==> src/rtl/sbit_rx_pkg.sv <==
package sbit_rx_pkg;
  typedef enum logic {
    EDGE_FALL = 1'b0,
    EDGE_RISE = 1'b1
  } edge_sel_e;
endpackage

==> src/rtl/sbit_rx_sync.sv <==
module sbit_rx_sync #(
  parameter int W      = 3,
  parameter int STAGES = 2
) (
  input  logic         clk_i,
  input  logic         rst_ni,
  input  logic [W-1:0] d_i,
  output logic [W-1:0] q_o
);
  logic [W-1:0] st [STAGES];

  genvar g;
  generate
    for (g = 0; g < STAGES; g++) begin : g_stage
      always_ff @(posedge clk_i or negedge rst_ni) begin
        if (!rst_ni) st[g] <= '0;
        else if (g == 0) st[g] <= d_i;
        else st[g] <= st[(g == 0) ? 0 : g-1];
      end
    end
  endgenerate

  assign q_o = st[STAGES-1];
endmodule

==> src/rtl/sbit_rx_shift.sv <==
module sbit_rx_shift
  import sbit_rx_pkg::*;
#(
  parameter int MAX_W = 32,
  localparam int LEN_W = $clog2(MAX_W)
) (
  input  logic             clk_i,
  input  logic             rst_ni,
  input  logic             bclk_i,
  input  logic             fs_i,
  input  logic             din_i,
  input  logic [LEN_W-1:0] len_i,
  input  logic             bclk_pol_i,
  input  logic             fs_pol_i,
  output logic [MAX_W-1:0] word_o,
  output logic             done_o,
  output logic             fserr_o
);
  logic             bclk_q;
  logic             busy_q;
  logic [LEN_W-1:0] cnt_q;
  logic [MAX_W-1:0] sh_q;
  logic             smp, fs_act;

  always_comb begin
    if (edge_sel_e'(bclk_pol_i) == EDGE_RISE) smp = bclk_i & ~bclk_q;
    else                                      smp = ~bclk_i & bclk_q;
    fs_act = fs_i ^ fs_pol_i;
  end

  always_ff @(posedge clk_i or negedge rst_ni) begin
    if (!rst_ni) begin
      bclk_q  <= 1'b0;
      busy_q  <= 1'b0;
      cnt_q   <= '0;
      sh_q    <= '0;
      done_o  <= 1'b0;
      fserr_o <= 1'b0;
    end else begin
      bclk_q  <= bclk_i;
      done_o  <= 1'b0;
      fserr_o <= 1'b0;
      if (smp) begin
        if (fs_act) begin
          // sync restarts assembly, even mid-word
          fserr_o <= busy_q;
          sh_q    <= {{(MAX_W-1){1'b0}}, din_i};
          if (len_i == '0) begin
            done_o <= 1'b1;
            busy_q <= 1'b0;
            cnt_q  <= '0;
          end else begin
            busy_q <= 1'b1;
            cnt_q  <= LEN_W'(1);
          end
        end else if (busy_q) begin
          sh_q <= {sh_q[MAX_W-2:0], din_i};
          if (cnt_q == len_i) begin
            done_o <= 1'b1;
            busy_q <= 1'b0;
            cnt_q  <= '0;
          end else begin
            cnt_q <= cnt_q + LEN_W'(1);
          end
        end
      end
    end
  end

  assign word_o = sh_q;
endmodule

==> src/rtl/sbit_rx_handoff.sv <==
module sbit_rx_handoff #(
  parameter int MAX_W = 32
) (
  input  logic             clk_i,
  input  logic             rst_ni,
  input  logic             done_i,
  input  logic [MAX_W-1:0] word_i,
  input  logic             rd_i,
  output logic [MAX_W-1:0] data_o,
  output logic             full_o,
  output logic             evt_o,
  output logic             hold_full_o,
  output logic             ovr_o
);
  logic [MAX_W-1:0] hold_q;
  logic             move, accept;

  assign move   = hold_full_o & (~full_o | rd_i);
  assign accept = ~hold_full_o | move;
  assign evt_o  = move;
  assign ovr_o  = done_i & ~accept;

  always_ff @(posedge clk_i or negedge rst_ni) begin
    if (!rst_ni) begin
      hold_q      <= '0;
      hold_full_o <= 1'b0;
      data_o      <= '0;
      full_o      <= 1'b0;
    end else begin
      if (move) begin
        data_o <= hold_q;
        full_o <= 1'b1;
      end else if (rd_i) begin
        full_o <= 1'b0;
      end
      if (done_i && accept) begin
        hold_q      <= word_i;
        hold_full_o <= 1'b1;
      end else if (move) begin
        hold_full_o <= 1'b0;
      end
    end
  end
endmodule

==> src/rtl/sbit_rx.sv <==
module sbit_rx #(
  parameter int MAX_W       = 32,
  parameter int SYNC_STAGES = 2,
  localparam int LEN_W      = $clog2(MAX_W)
) (
  input  logic             clk_i,
  input  logic             rst_ni,
  input  logic             bclk_i,
  input  logic             fs_i,
  input  logic             din_i,
  input  logic [LEN_W-1:0] cfg_len_i,
  input  logic             cfg_bclk_pol_i,
  input  logic             cfg_fs_pol_i,
  input  logic             rd_i,
  input  logic             clr_i,
  output logic [MAX_W-1:0] data_o,
  output logic             full_o,
  output logic             evt_o,
  output logic             ovr_o,
  output logic             fserr_o
);
  logic [2:0]       pins_s;
  logic [MAX_W-1:0] word;
  logic             done, fserr_p, ovr_p, hold_full;

  sbit_rx_sync #(.W(3), .STAGES(SYNC_STAGES)) u_sync (
    .clk_i, .rst_ni,
    .d_i ({bclk_i, fs_i, din_i}),
    .q_o (pins_s)
  );

  sbit_rx_shift #(.MAX_W(MAX_W)) u_shift (
    .clk_i, .rst_ni,
    .bclk_i     (pins_s[2]),
    .fs_i       (pins_s[1]),
    .din_i      (pins_s[0]),
    .len_i      (cfg_len_i),
    .bclk_pol_i (cfg_bclk_pol_i),
    .fs_pol_i   (cfg_fs_pol_i),
    .word_o     (word),
    .done_o     (done),
    .fserr_o    (fserr_p)
  );

  sbit_rx_handoff #(.MAX_W(MAX_W)) u_handoff (
    .clk_i, .rst_ni,
    .done_i      (done),
    .word_i      (word),
    .rd_i,
    .data_o,
    .full_o,
    .evt_o,
    .hold_full_o (hold_full),
    .ovr_o       (ovr_p)
  );

  // set beats clear so no event is lost
  always_ff @(posedge clk_i or negedge rst_ni) begin
    if (!rst_ni) begin
      ovr_o   <= 1'b0;
      fserr_o <= 1'b0;
    end else begin
      ovr_o   <= ovr_p   | (ovr_o   & ~clr_i);
      fserr_o <= fserr_p | (fserr_o & ~clr_i);
    end
  end
endmodule

==> config.mk <==
export PLATFORM = sky130hd
export DESIGN_NAME = sbit_rx
export DESIGN_NICKNAME = d
export VERILOG_FILES = /design/src/rtl/sbit_rx_pkg.sv /design/src/rtl/sbit_rx_sync.sv /design/src/rtl/sbit_rx_shift.sv /design/src/rtl/sbit_rx_handoff.sv /design/src/rtl/sbit_rx.sv
export SDC_FILE = /design/constraint.sdc
export NUM_CORES = 1
export LEC_CHECK = 0
export BUFFER_PORTS_ARGS = -buffer_cell sky130_fd_sc_hd__clkbuf_2
export CAP_MARGIN = 25
export CORE_MARGIN = 1
export CORE_UTILIZATION = 40
export DETAILED_ROUTE_END_ITERATION = 10
export PLACE_DENSITY = 0.62
export SLEW_MARGIN = 20
export SYNTH_ARGS = -nofsm -noshare
export SYNTH_HDL_FRONTEND = slang
export SYNTH_HIERARCHICAL = 1
export SYNTH_SLANG_ARGS = --single-unit
export TNS_END_PERCENT = 10
==> constraint.sdc <==
create_clock -name clk_i -period 1.5 [get_ports clk_i]
set_input_delay 0.3 -clock clk_i [delete_from_list [all_inputs] [get_ports clk_i]]
set_output_delay 0.3 -clock clk_i [all_outputs]
set_load 0.02 [all_outputs]
==> results.tsv <==
metric	value	unit
max-slew violation count	0	
Slowest-stage cell, CP	dfrtp_1	
ANT cells	0	
Crit Path Category	reg -> reg	
switching pwr	2.09	mW
launch point of the worst path	u_sync/q_o[2]$_DFF_PN0_	
Syn Area/Cell	16.0	um^2
first-pass GRT wire length	13.2	mm
share of layout cells above drive strength 1	51.2	%
CP delay by family, top	simple AND/OR/NAND/NOR gates	
Finished Layout Cells	527	
Horiz. Die Dim	109	um
syn nets	301	
Clock Pin Slew Worst Setup and Hold Paths	0.05	ns
total area of multi-input combinational cells	0.00161	mm^2
vias per cell	5.04	
post-synth top area share	62.8	%
fmax	0.656	GHz
Clock Power Share	50.0	%
area of placed instances	0.00517	mm^2
failing checks	negative setup slack	
Detail Route Antenna Nets	0	
initial antenna violation count	0	
CP Max Fanout	15	
Rows	38	
Peak supply drop	0.000771	V
count of different cell masters after synthesis	41	
min cycle time layout	1.52	ns
switch share	23.7	%
HPWL after DPL	4.99	mm
Synth Cell Area	0.00458	mm^2
starting density of the core	41.7	%
clk root buf	clkbuf_16	
DR DRC count	0	
htree depth	4	
Reg-to-Reg Start	u_sync/q_o[2]$_DFF_PN0_	
WP buf/inv	2	
Total Routing Usage GR	14.9	%
post-synthesis async set-or-reset flop share	100	%
DRT Wirelength	8.19	mm
run status	complete, but fails checks	
NumNets Final	390	
MaxCap Viol Count	0	
period utilization	102	%
Finished Cell Area	0.00598	mm^2
clock sink count	115	
area leader, netlist	dfrtp_1	
crit path DAT	1.81	ns
CP endpoint kind	flop	
PD cells	1480	mW/mm^2
number of global-route vias before repair	2696	
CTS buffer count	17	
Initial DRC Count	64	
full die area	0.0119	mm^2
largest net degree at the start of global routing	71	
most common cell after layout, fill and taps aside	dfrtp_1	
Wirelength per Cell	15.5	um
Syn. warnings	6	
RSZ-0062 raised after global routing	yes	
Int Power	6.73	mW
vias	2656	
utilization after layout	54.4	%
die height	109	um
Clock Path Buffers	2	
Layout area overhead	30.6	%
Placed Cells	487	
startpoint types	flop	
most frequent cells in the layout	dfrtp_1, clkbuf_2, mux2_2	
Cell Chain, Critical Path	and3b_2, nor2_2, nor3_4, buf_4, clkbuf_16, a22o_1	
worst hold path type	in -> reg	
Mapped Cells	286	
worst setup margin	-0.0247	ns
setup violators final	23	
synthesized flop and latch total	115	
setup TNS	-0.254	ns
Skew-Pair Late Insertion Delay	0.40	ns
worst-margin pin slew	0.386	ns
sequential group share of total power	38.9	%
core area	0.0110	mm^2
Comb pwr share	11.1	%
worst slack, placed	-0.133	ns
Slew HR	74.3	%
CP peak stage delay	0.41	ns
GP Congestion	0.792	
required time worst endpoint	1.78	ns
IO buf count	49	
DRT Pass-1 Iters	4	
filler cell count	915	
number of synthesized flops with an enable pin	0	
Post-synth top flop	dfrtp_1	
sequential cell area	0.00288	mm^2
global route overflow	0	
CTS tree	done	
HP Start	din_i	
synth top area cells	dfrtp_1, mux2_4, mux2_2	
sequential share of the synthesized area	62.8	%
IO Pins	50	
Fin. Hold Viols	0	
leakage	3.11	nW
Layout Skew	0.00758	ns
## area by class of cell
| class | count | area share, % |
|---|---|---|
| flip-flops and latches | 115 | 48.1 |
| inverters | 4 | 0.251 |
| repair buffers | 86 | 10.8 |
| clock inverters | 14 | 3.83 |
| multi-input cells | 151 | 26.9 |
| clock buffers | 17 | 7.11 |
| well taps | 140 | 2.93 |
## cell families after synthesis
logic type	count (synthesis)	share of synthesized area (%)
AOI/OAI and AO/OA	53	9.51
DFF	115	62.8
adders and majority gates	1	0.273
muxes	66	18.7
xor gates and xnor gates	7	1.50
and+or+nand+nor	24	3.63
buffers and inverters	20	3.55
## synthesized netlist by cell type, types with 3 or more instances
| cell | number |
|---|---|
| clkbuf_1 | 3 |
| inv_1 | 4 |
| o21ai_0 | 3 |
| nor2_1 | 4 |
| buf_2 | 4 |
| xor2_1 | 5 |
| mux2_4 | 30 |
| buf_6 | 3 |
| buf_4 | 3 |
| a21o_1 | 3 |
| dfrtp_1 | 115 |
| a21oi_1 | 3 |
| nor3_1 | 3 |
| a22o_1 | 33 |
| mux2_2 | 36 |
| buf_12 | 3 |
## power groups by stage
stage | Combinational, mW | Sequential [mW] | Clock, mW
finish | 0.981 | 3.43 | 4.41
global route | 1.07 | 3.46 | 4.65
CTS | 0.911 | 3.43 | 4.50
detailed placement | 0.889 | 3.48 | 0
global placement | 0.865 | 3.47 | 0
floorplan | 0.464 | 3.50 | 0
## metrics by stage
stage	hold WS (ns)	total power, mW
3_5_place_dp	0.312	4.37
3_3_place_gp	0.312	4.34
4_1_cts	0.00993	8.84
2_1_floorplan	0.00441	3.96
6_report	0.0254	8.82
5_1_grt	0.0105	9.17
## final timing paths
check / endpoint / slack [ns] / cells after the start
worst max-delay path: u_shift/word_o[30]$_DFFE_PN0P_ / -0.02 / 6
worst min-delay path: u_sync/st[3]$_DFF_PN0_ / 0.03 / 1
worst max register to register: u_shift/word_o[30]$_DFFE_PN0P_ / -0.02 / 6
worst min register to register: u_sync/q_o[1]$_DFF_PN0_ / 0.35 / 0
max in group asynchronous: u_handoff/hold_q[0]$_DFFE_PN0P_ / 0.72 / 3
min in group asynchronous: fserr_o$_DFF_PN0_ / 0.43 / 3
## sequential cells by signal, indices dropped and copies added, names as in the netlist
name	flops
u_shift/cnt_q	5
u_sync/st	3
u_handoff/full_o	1
u_shift/busy_q	1
u_shift/bclk_q	1
u_handoff/data_o	32
u_shift/word_o	32
u_handoff/hold_q	32
u_shift/done_o	1
u_sync/q_o	3
u_handoff/hold_full_o	1
u_shift/fserr_o	1
fserr_o	1
ovr_o	1
## repair_timing
item / in CTS / in global routing
pin swaps: 2 / 7
hold buffers: 3 / 0
setup buffers: 4 / 2
gates resized for setup: 4 / 18
gates cloned: 0 / 1
setup endpoints to repair: 6 / 39
endpoints found under the hold margin: 117 / 0
## metal layers
layer  track usage (%)  wire [um]  share of wire [%]  vias to the layer above
met2              22.6       3890                 48                       58
met1              19.3       3810                 46                     1364
met4              6.47         85                1.0                        0
li1                  -          -                  -                     1226
met3              5.14        407                5.0                        8
met5                 0          0                  0                        -
(Power assumes the default switching activity.)
